[src/rtl/csr_unit_pkg.sv]
package csr_unit_pkg;

  typedef enum logic [1:0] {
    PRIV_U    = 2'd0,
    PRIV_S    = 2'd1,
    PRIV_RSVD = 2'd2,
    PRIV_M    = 2'd3
  } priv_e;

  typedef enum logic [1:0] {
    OP_READ  = 2'd0,
    OP_WRITE = 2'd1,
    OP_SET   = 2'd2,
    OP_CLEAR = 2'd3
  } csr_op_e;

  typedef enum logic [2:0] {
    SEL_NONE    = 3'd0,
    SEL_FCSR    = 3'd1,
    SEL_SATP    = 3'd2,
    SEL_MSTATUS = 3'd3,
    SEL_GEN     = 3'd4
  } csr_sel_e;

  localparam logic [11:0] ADDR_FCSR    = 12'h003;
  localparam logic [11:0] ADDR_SATP    = 12'h180;
  localparam logic [11:0] ADDR_MSTATUS = 12'h300;

  localparam int TVM_BIT  = 20;
  localparam int FFLAGS_W = 5;
  localparam int FRM_W    = 3;
  localparam int FRM_LSB  = FFLAGS_W;
  localparam int FCSR_W   = FFLAGS_W + FRM_W;

endpackage

[src/rtl/csr_decode.sv]
module csr_decode
  import csr_unit_pkg::*;
#(
  parameter logic [11:0] GEN_BASE = 12'h340,
  parameter int          NUM_GEN  = 4,
  localparam int         IDX_W    = (NUM_GEN > 1) ? $clog2(NUM_GEN) : 1
) (
  input  logic [11:0]      addr_i,
  output csr_sel_e         sel_o,
  output logic [IDX_W-1:0] gen_idx_o
);

  logic [11:0] offset;
  logic        gen_hit;

  assign offset    = addr_i - GEN_BASE;
  assign gen_hit   = (addr_i >= GEN_BASE) && (offset < 12'(NUM_GEN));
  assign gen_idx_o = offset[IDX_W-1:0];

  always_comb begin
    unique case (addr_i)
      ADDR_FCSR:    sel_o = SEL_FCSR;
      ADDR_SATP:    sel_o = SEL_SATP;
      ADDR_MSTATUS: sel_o = SEL_MSTATUS;
      default:      sel_o = gen_hit ? SEL_GEN : SEL_NONE;
    endcase
  end

endmodule

[src/rtl/csr_priv_check.sv]
module csr_priv_check
  import csr_unit_pkg::*;
(
  input  csr_sel_e sel_i,
  input  priv_e    priv_i,
  input  logic     tvm_i,
  output logic     illegal_o
);

  always_comb begin
    illegal_o = 1'b0;
    unique case (sel_i)
      SEL_SATP:    illegal_o = (priv_i == PRIV_U) || ((priv_i == PRIV_S) && tvm_i);
      SEL_MSTATUS: illegal_o = (priv_i != PRIV_M);
      default:     illegal_o = 1'b0;
    endcase
  end

endmodule

[src/rtl/csr_alu.sv]
module csr_alu
  import csr_unit_pkg::*;
#(
  parameter int XLEN = 32
) (
  input  csr_op_e         op_i,
  input  logic            rs1_zero_i,
  input  logic [XLEN-1:0] old_i,
  input  logic [XLEN-1:0] operand_i,
  output logic [XLEN-1:0] new_o,
  output logic            wr_o
);

  always_comb begin
    unique case (op_i)
      OP_WRITE: new_o = operand_i;
      OP_SET:   new_o = old_i | operand_i;
      OP_CLEAR: new_o = old_i & ~operand_i;
      default:  new_o = old_i;
    endcase
  end

  // rs1 == x0 forces a pure read
  assign wr_o = !rs1_zero_i && (op_i != OP_READ);

endmodule

[src/rtl/csr_regfile.sv]
module csr_regfile
  import csr_unit_pkg::*;
#(
  parameter int  XLEN    = 32,
  parameter int  NUM_GEN = 4,
  localparam int IDX_W   = (NUM_GEN > 1) ? $clog2(NUM_GEN) : 1
) (
  input  logic             clk_i,
  input  logic             rst_ni,
  input  logic             we_i,
  input  csr_sel_e         sel_i,
  input  logic [IDX_W-1:0] gen_idx_i,
  input  logic [XLEN-1:0]  wdata_i,
  output logic [XLEN-1:0]  rdata_o,
  output logic             tvm_o
);

  logic [XLEN-1:0]     satp_q;
  logic [XLEN-1:0]     mstatus_q;
  logic [FFLAGS_W-1:0] fflags_q;
  logic [FRM_W-1:0]    frm_q;
  logic [XLEN-1:0]     gen_q [NUM_GEN];

  always_ff @(posedge clk_i or negedge rst_ni) begin
    if (!rst_ni) begin
      satp_q <= '0;
    end else if (we_i && sel_i == SEL_SATP) begin
      satp_q <= wdata_i;
    end
  end

  always_ff @(posedge clk_i or negedge rst_ni) begin
    if (!rst_ni) begin
      mstatus_q <= '0;
    end else if (we_i && sel_i == SEL_MSTATUS) begin
      mstatus_q <= wdata_i;
    end
  end

  // composite view: two independent fields behind one address
  always_ff @(posedge clk_i or negedge rst_ni) begin
    if (!rst_ni) begin
      fflags_q <= '0;
      frm_q    <= '0;
    end else if (we_i && sel_i == SEL_FCSR) begin
      fflags_q <= wdata_i[FFLAGS_W-1:0];
      frm_q    <= wdata_i[FRM_LSB +: FRM_W];
    end
  end

  for (genvar g = 0; g < NUM_GEN; g++) begin : g_gen
    always_ff @(posedge clk_i or negedge rst_ni) begin
      if (!rst_ni) begin
        gen_q[g] <= '0;
      end else if (we_i && sel_i == SEL_GEN && gen_idx_i == IDX_W'(g)) begin
        gen_q[g] <= wdata_i;
      end
    end
  end

  always_comb begin
    rdata_o = '0;
    unique case (sel_i)
      SEL_SATP:    rdata_o = satp_q;
      SEL_MSTATUS: rdata_o = mstatus_q;
      SEL_FCSR:    rdata_o = XLEN'({frm_q, fflags_q});
      SEL_GEN:     rdata_o = gen_q[gen_idx_i];
      default:     rdata_o = '0;
    endcase
  end

  assign tvm_o = mstatus_q[TVM_BIT];

  assert_hold_R2: assert property (@(posedge clk_i) disable iff (!rst_ni)
    !we_i |=> ($stable(satp_q) && $stable(mstatus_q) && $stable(fflags_q) && $stable(frm_q)));

  assert_fcsr_only_R7: assert property (@(posedge clk_i) disable iff (!rst_ni)
    (we_i && sel_i != SEL_FCSR) |=> ($stable(fflags_q) && $stable(frm_q)));

endmodule

[src/rtl/csr_unit.sv]
module csr_unit
  import csr_unit_pkg::*;
#(
  parameter int          XLEN     = 32,
  parameter int          NUM_GEN  = 4,
  parameter logic [11:0] GEN_BASE = 12'h340
) (
  input  logic            clk_i,
  input  logic            rst_ni,
  input  logic            req_valid_i,
  input  logic [11:0]     addr_i,
  input  logic [1:0]      op_i,
  input  logic [XLEN-1:0] operand_i,
  input  logic            rs1_zero_i,
  input  logic [1:0]      priv_i,
  output logic            rsp_valid_o,
  output logic            fault_o,
  output logic [XLEN-1:0] rdata_o
);

  localparam int IDX_W = (NUM_GEN > 1) ? $clog2(NUM_GEN) : 1;

  csr_sel_e         sel;
  logic [IDX_W-1:0] gen_idx;
  logic             tvm;
  logic             illegal;
  logic [XLEN-1:0]  old_val;
  logic [XLEN-1:0]  new_val;
  logic             wr_req;
  logic             accept;

  logic             rsp_valid_q;
  logic             fault_q;
  logic [XLEN-1:0]  rdata_q;

  csr_decode #(.GEN_BASE(GEN_BASE), .NUM_GEN(NUM_GEN)) u_decode (
    .addr_i    (addr_i),
    .sel_o     (sel),
    .gen_idx_o (gen_idx)
  );

  csr_priv_check u_priv (
    .sel_i     (sel),
    .priv_i    (priv_e'(priv_i)),
    .tvm_i     (tvm),
    .illegal_o (illegal)
  );

  csr_alu #(.XLEN(XLEN)) u_alu (
    .op_i       (csr_op_e'(op_i)),
    .rs1_zero_i (rs1_zero_i),
    .old_i      (old_val),
    .operand_i  (operand_i),
    .new_o      (new_val),
    .wr_o       (wr_req)
  );

  assign accept = req_valid_i && !illegal;

  csr_regfile #(.XLEN(XLEN), .NUM_GEN(NUM_GEN)) u_regs (
    .clk_i     (clk_i),
    .rst_ni    (rst_ni),
    .we_i      (accept && wr_req),
    .sel_i     (sel),
    .gen_idx_i (gen_idx),
    .wdata_i   (new_val),
    .rdata_o   (old_val),
    .tvm_o     (tvm)
  );

  always_ff @(posedge clk_i or negedge rst_ni) begin
    if (!rst_ni) begin
      rsp_valid_q <= 1'b0;
      fault_q     <= 1'b0;
      rdata_q     <= '0;
    end else begin
      rsp_valid_q <= accept;
      fault_q     <= req_valid_i && illegal;
      rdata_q     <= accept ? old_val : '0;
    end
  end

  assign rsp_valid_o = rsp_valid_q;
  assign fault_o     = fault_q;
  assign rdata_o     = rdata_q;

  assert_satp_user_R4: assert property (@(posedge clk_i) disable iff (!rst_ni)
    (req_valid_i && addr_i == ADDR_SATP && priv_i == PRIV_U) |=> fault_o);

  assert_satp_tvm_R4: assert property (@(posedge clk_i) disable iff (!rst_ni)
    (req_valid_i && addr_i == ADDR_SATP && priv_i == PRIV_S && tvm) |=> fault_o);

  assert_mstatus_R5: assert property (@(posedge clk_i) disable iff (!rst_ni)
    (req_valid_i && addr_i == ADDR_MSTATUS && priv_i != PRIV_M) |=> fault_o);

  assert_fcsr_high_R6: assert property (@(posedge clk_i) disable iff (!rst_ni)
    (req_valid_i && addr_i == ADDR_FCSR) |=> ((rdata_o >> FCSR_W) == '0));

  assert_plain_R8: assert property (@(posedge clk_i) disable iff (!rst_ni)
    (req_valid_i && addr_i == GEN_BASE) |=> rsp_valid_o);

  assert_fault_rd_R9: assert property (@(posedge clk_i) disable iff (!rst_ni)
    fault_o |-> (rdata_o == '0));

  assert_excl_R10: assert property (@(posedge clk_i) disable iff (!rst_ni)
    !(rsp_valid_o && fault_o));

  assert_resp_R10: assert property (@(posedge clk_i) disable iff (!rst_ni)
    req_valid_i |=> (rsp_valid_o || fault_o));

  assert_idle_R10: assert property (@(posedge clk_i) disable iff (!rst_ni)
    !req_valid_i |=> (!rsp_valid_o && !fault_o));

endmodule

[config.mk]
export PLATFORM = sky130hd
export DESIGN_NAME = csr_unit
export DESIGN_NICKNAME = d
export VERILOG_FILES = /design/src/rtl/csr_unit_pkg.sv /design/src/rtl/csr_decode.sv /design/src/rtl/csr_priv_check.sv /design/src/rtl/csr_alu.sv /design/src/rtl/csr_regfile.sv /design/src/rtl/csr_unit.sv
export SDC_FILE = /design/constraint.sdc
export NUM_CORES = 1
export LEC_CHECK = 0
export BUFFER_PORTS_ARGS = -buffer_cell sky130_fd_sc_hd__buf_2
export CAP_MARGIN = 30
export CORE_UTILIZATION = 60
export CTS_CLUSTER_DIAMETER = 80
export DETAILED_ROUTE_END_ITERATION = 8
export PLACE_DENSITY = 0.89
export SLEW_MARGIN = 10
export SYNTH_ARGS = -nofsm -noshare
export SYNTH_HDL_FRONTEND = slang
export SYNTH_SLANG_ARGS = --single-unit
[constraint.sdc]
create_clock -name clk_i -period 3.9 [get_ports clk_i]
set_input_delay 0.39 -clock clk_i [delete_from_list [all_inputs] [get_ports clk_i]]
set_output_delay 0.39 -clock clk_i [all_outputs]
set_load 0.01 [all_outputs]
==> Word level (Yosys, flattened, before mapping) <==
Cells that the tools add are included.
{ "word_totals": {"output_inout_bits": 34, "elab_cells": 63, "regBits": 234, "in_bits": 52} }
{ "op_classes": {"n_bitwise": 4, "mux": 9, "eq_ne": 15, "addsub": 1, "n_reduce_logical": 20, "order_cmp": 3} }
{ "ops": {"columns": ["op", "count"], "rows": [
  ["$pmux 32 s4", 1],
  ["$mux 32", 3],
  ["$pmux 32 s3", 1],
  ["$bmux 32 s2", 1],
  ["$and 32x32->32", 1],
  ["$not 32->32", 1],
  ["$or 32x32->32", 1],
  ["$logic_and 1x1->1", 14],
  ["$eq 12x10->1 const B", 1],
  ["$eq 12x2->1 const B", 1],
  ["$eq 12x9->1 const B", 1],
  ["$ge 12x10->1 const B", 1],
  ["$lt 12x3->1 const B", 1],
  ["$sub 12x10->12 const B", 1],
  ["$pmux 3 s3", 1],
  ["$eq 2x2->1 const B", 4],
  ["$eq 2x1->1 const B", 3],
  ["$eq 3x2->1 const B", 2],
  ["$logic_not 2->1", 2],
  ["$eq 3x1->1 const B", 1],
  ["$eq 3x3->1 const B", 1],
  ["$ge 3x3->1 const B", 1],
  ["$mux 3", 1],
  ["$not 2->3", 1],
  ["5 further kinds", 6]
]} }

==> Logic depth before layout (Yosys ltp) <==
{ "depth": {"ltp_word": 12, "depth_mapped": 8, "depth_no_buf": 5} }

==> Hierarchy <==
Synthesis repeated with hierarchy kept, for this count alone.
{ "unflattened": {"cells_unflattened": 862, "hier_area_um2": 11461.0} }
{ "modules_own_cells": {"columns": ["mod", "area_each_um2", "n_inst", "seq_area_each_um2", "cells_per_inst"], "rows": [
  ["csr_regfile", 9196.3, 1, 5004.8, 627],
  ["csr_unit", 1202.4, 1, 850.8, 75],
  ["csr_alu", 925.9, 1, 0.0, 144],
  ["csr_decode", 105.1, 1, 0.0, 12],
  ["csr_priv_check", 31.3, 1, 0.0, 4]
]} }

==> Worst setup path after synthesis <==
OpenSTA, ideal clock, no wires.
{ "synth_timing": {"path_type": "input -> register", "start": "in addr_i[0]", "end": "reg u_regs.gen_q[51] (netlist name)", "arrival_ps": 1918, "slack_ps": 1844, "cell_stages": 6, "n_path_buf": 2, "required_ps": 3761, "setup_ps": 139, "cell_sequence": "buf_6 buf_2 mux4_2 o2bb2ai_1 o21ai_1 a31oi_1"} }
{ "synth_via": {"elab_chain_cells": 12, "elab_cells_between_ends": 28, "classes_between": "1 x add/sub; 2 x order compare; 8 x eq/ne; 8 x mux; 3 x bitwise; 6 x reduce/logical"} }
{ "synth_lines": {"columns": ["element", "line_no", "text"], "rows": [
  ["start: declaration", "csr_unit.sv:11", "input logic [11:0] addr_i,"],
  ["parallel branches: the longest is 12 deep, another holds $sub 12x10->12", null, null],
  ["end signal: indexed assignment", "csr_regfile.sv:56", "gen_q[g] <= wdata_i;"],
  ["end: declaration", "csr_regfile.sv:22", "logic [XLEN-1:0] gen_q [NUM_GEN];"]
]} }
Several ways; the timed one is not identified. The select of a mux whose other input is x is not followed.
A chain may end at the register's enable or synchronous reset.

==> Final worst setup path <==
{ "layout_timing": {"start": "in addr_i[7]", "end": "reg u_regs.satp_q[21]"} }
{ "layout_via": {"elab_chain_cells": 11, "elab_cells_between_ends": 22, "classes_between": "1 x add/sub; 2 x order compare; 7 x eq/ne; 5 x mux; 2 x bitwise; 5 x reduce/logical"} }
{ "layout_lines": {"columns": ["element", "line_no", "text"], "rows": [
  ["$sub 12x10->12", "csr_decode.sv:16", "assign offset = addr_i - GEN_BASE;"],
  ["$lt 12x3->1", "csr_decode.sv:17", "assign gen_hit = (addr_i >= GEN_BASE) && (offset < 12'(NUM_GEN));"],
  ["$logic_and 1x1->1", "csr_decode.sv:17", null],
  ["$mux 3", "csr_decode.sv:25", "default: sel_o = gen_hit ? SEL_GEN : SEL_NONE;"],
  ["$pmux 3 s3 (*)", "csr_decode.sv:21", "unique case (addr_i)"],
  ["parallel branches: the longest is 6 deep, another holds $pmux 32 s4", null, null],
  ["end signal: assignment", "csr_regfile.sv:28", "satp_q <= wdata_i;"],
  ["end: declaration", "csr_regfile.sv:18", "logic [XLEN-1:0] satp_q;"]
]} }
Mark *: on every way between the ends.

==> results.py <==
metrics = {
    "cells_and_area": {
        "final_core_util": 0.699,
        "stdcell_count": 1409,
        "regArea_um2": 5860,
        "multi_input_comb_area_um2": 5120,
        "diodes": 0,
        "layout_commonest_cell": "dfrtp_1",
        "drive_gt1_frac": 0.192,
        "layout.nets": 1216,
        "fillers": 1289,
        "design_area_um2": 12800,
        "final_cell_mix": "dfrtp_1, nor2_1, a31oi_1",
        "syn_to_final_growth_pct": 12.3,
    },
    "clocking": {
        "numCtsBuffers": 25,
        "clkTransAtPathRegs_ns": 0.06,
        "clk_latency_ns": 0.53,
        "cts_htree_levels": 1,
        "cts-root-buf": "clkbuf_16",
        "cts_max_path_buffers": 3,
        "clock-sinks": 234,
        "cts_tree": "done",
    },
    "yosys": {
        "yosysWarnings": 0,
        "ys_types": 52,
        "ys_async_sr_fraction": 1.00,
        "synth.avg_cell_area_um2": 10.2,
        "netlist_area_um2": 11400,
        "synth_edf_count": 0,
        "synthCells": 1116,
        "synth_ff_type": "dfrtp_1",
        "synth-seq-cells": 234,
        "ys_seq_area_frac": 0.515,
        "synth_fp_nets": 1168,
    },
    "setup_path": {
        "cp-end-kind": "flip-flop",
        "cpPeakStageDelay_ns": 0.88,
        "worstPathMaxFanout": 48,
        "crit_slowest_cell": "and4bb_2",
        "rr_startpoint": "u_regs.mstatus_q[20]",
        "critPathLaunch": "addr_i[7]",
        "crit_chain": "buf_2 > and4bb_2 > nand2_1 > nor3_2 > buf_4 > nor2_1 > a31oi_1",
        "start_kind": "input pin",
        "arrival_ns": 3.21,
        "worstPathRequired_ns": 4.34,
        "worstSetupPathType": "in2reg",
    },
    "placement": {
        "dp.cells": 1364,
        "dp_hpwl_um": 18200,
        "placement.io_buffers": 85,
        "gp_congestion": 0.869,
        "dpl-instance-area_um2": 11900,
        "pre_cts_ws_ns": 0.793,
    },
    "status": {
        "run_status": "finished, final reports clean",
    },
    "drt": {
        "vias": 9910,
        "vias_per_cell": 7.03,
        "dr.pass1.iters": 8,
        "dr.max_layer_used": "met4",
        "wl_met2_um": 15400,
        "drt-initial-drc-count": 1139,
        "wl_met1_um": 11900,
        "remaining_drc_errors": 0,
        "wl_um": 32100,
        "wire_per_inst_um": 22.8,
        "dr_wl_met3_um": 3170,
        "ant_nets": 0,
    },
    "sta": {
        "setup_violations": 0,
        "hold-worst-slack_ns": 0.0960,
        "post-route-min-period_ns": 2.77,
        "finalWorstSetupSlack_ns": 1.13,
        "worst_slew_pin_slew_ns": 0.935,
        "finalMaxSlewViolations": 0,
        "finalHoldViolations": 0,
        "rsz0062_at_grt": "false",
        "fmax_ghz": 0.361,
        "fin_crit_sh": 0.711,
        "slew_headroom": 0.375,
        "tns_ns": 0,
        "clock-skew-final_ns": 0.0128,
    },
    "global_routing": {
        "grt_pass1_wl_um": 51700,
        "grt_pass1_vias": 10000,
        "grt_max_degree": 122,
        "antenna_found_initial": 0,
        "grt_remaining_overflow": 0,
        "track_usage": 0.337,
    },
    "power_and_ir_drop": {
        "leakage_nw": 5.49,
        "p_per_area_nw_per_um2": 403,
        "finalPower_mw": 5.14,
        "irDropWorstVdd_uv": 437,
    },
    "floorplanning": {
        "start_util": 0.623,
        "io_pins": 86,
        "placementRows": 49,
        "die_x_um": 140,
        "dieHeight_um": 140,
        "core_area_um2": 18300,
        "dieArea_um2": 19500,
    },
    "hold_path": {
        "hp-class": "in2reg",
        "hold_start": "req_valid_i",
    },
    "job": {
        "cap_violations": 0,
    },
}
## layout make-up
class	instances	share of cell area
timing repair buffer	109	0.0519
multi-input combinational	787	0.401
tap	229	0.0224
sequential	234	0.458
clock inverter	11	0.00862
inverter	7	0.00206
clock buffer	32	0.0557
## state kept, by name (all words and copies together), names as in the netlist
name	count
u_regs.gen_q	128
rdata_o	32
u_regs.mstatus_q	32
u_regs.satp_q	32
u_regs.fflags_q	5
u_regs.frm_q	3
fault_o	1
rsp_valid_o	1
## worst paths after layout
path	slack [ns]	cells after the start	endpoint
min reg2reg	0.48	2	u_regs.gen_q[7]
min in group asynchronous	0.51	2	u_regs.gen_q[2]
min	0.1	3	rsp_valid_o
max reg2reg	1.77	6	rdata_o[29]
max in group asynchronous	2.44	3	u_regs.gen_q[27]
max	1.13	7	u_regs.satp_q[21]
## routing by layer
metal | vias up | track usage
li1 | 4266 | -
met1 | 4832 | 0.426
met2 | 667 | 0.546
met3 | 145 | 0.0733
met4 | 0 | 0.183
met5 | - | 0
## kinds of logic (layout without fill, tap and decap cells)
group,Yosys count,after routing,synth area share
buffers and inverters,95,159,0.0376
XOR/XNOR,4,4,0.00308
AND/OR/NAND/NOR,401,401,0.166
AO/OA/AOI/OAI,350,350,0.215
flip-flops,234,234,0.515
multiplexers,32,32,0.0634
## worst max-delay path: cells and delay by family
| kind | cells | cell delay, ns |
|---|---|---|
| and+or+nand+nor | 4 | 1.63 |
| AOI/OAI and AO/OA | 1 | 0.22 |
| buffers and inverters | 2 | 0.92 |
## synthesized netlist by cell type, drive strengths merged (3+ instances only)
| master | number | area share |
|---|---|---|
| dfrtp | 234 | 0.51 |
| nor2 | 188 | 0.063 |
| a31oi | 150 | 0.082 |
| nand2 | 96 | 0.032 |
| buf | 54 | 0.024 |
| a21oi | 49 | 0.024 |
| o21ai | 48 | 0.021 |
| nor3b | 36 | 0.024 |
| clkbuf | 34 | 0.011 |
| mux4 | 32 | 0.063 |
| nand3 | 30 | 0.013 |
| a221oi | 24 | 0.028 |
| a22oi | 20 | 0.013 |
| o2bb2ai | 18 | 0.014 |
| o31ai | 17 | 0.013 |
| and2 | 9 | 0.0049 |
| and3 | 9 | 0.0049 |
| nor2b | 8 | 0.0044 |
| inv | 7 | 0.0023 |
| a41oi | 4 | 0.0031 |
| and4b | 4 | 0.0035 |
| nor3 | 4 | 0.0018 |
| o21a | 4 | 0.0026 |
| or3 | 4 | 0.0022 |
| xor2 | 4 | 0.0031 |
| a2111o | 3 | 0.0030 |
| a2111oi | 3 | 0.0023 |
| a211oi | 3 | 0.0033 |
| o2111ai | 3 | 0.0023 |
## power by group
part           switching (mW)  total [mW]  internal, mW
Combinational           0.233       0.317        0.0840
Sequential            0.00310        2.44          2.43
Clock                   0.979        2.39          1.41
Total                    1.22        5.14          3.93
## repair_timing
item                      in CTS  in global routing
buffers inserted               0                  0
resized for setup              0                  0
hold endpoints to repair      12                  0
hold buffers                   1                  0
Note: power is estimated with default switching activity, not from simulation.
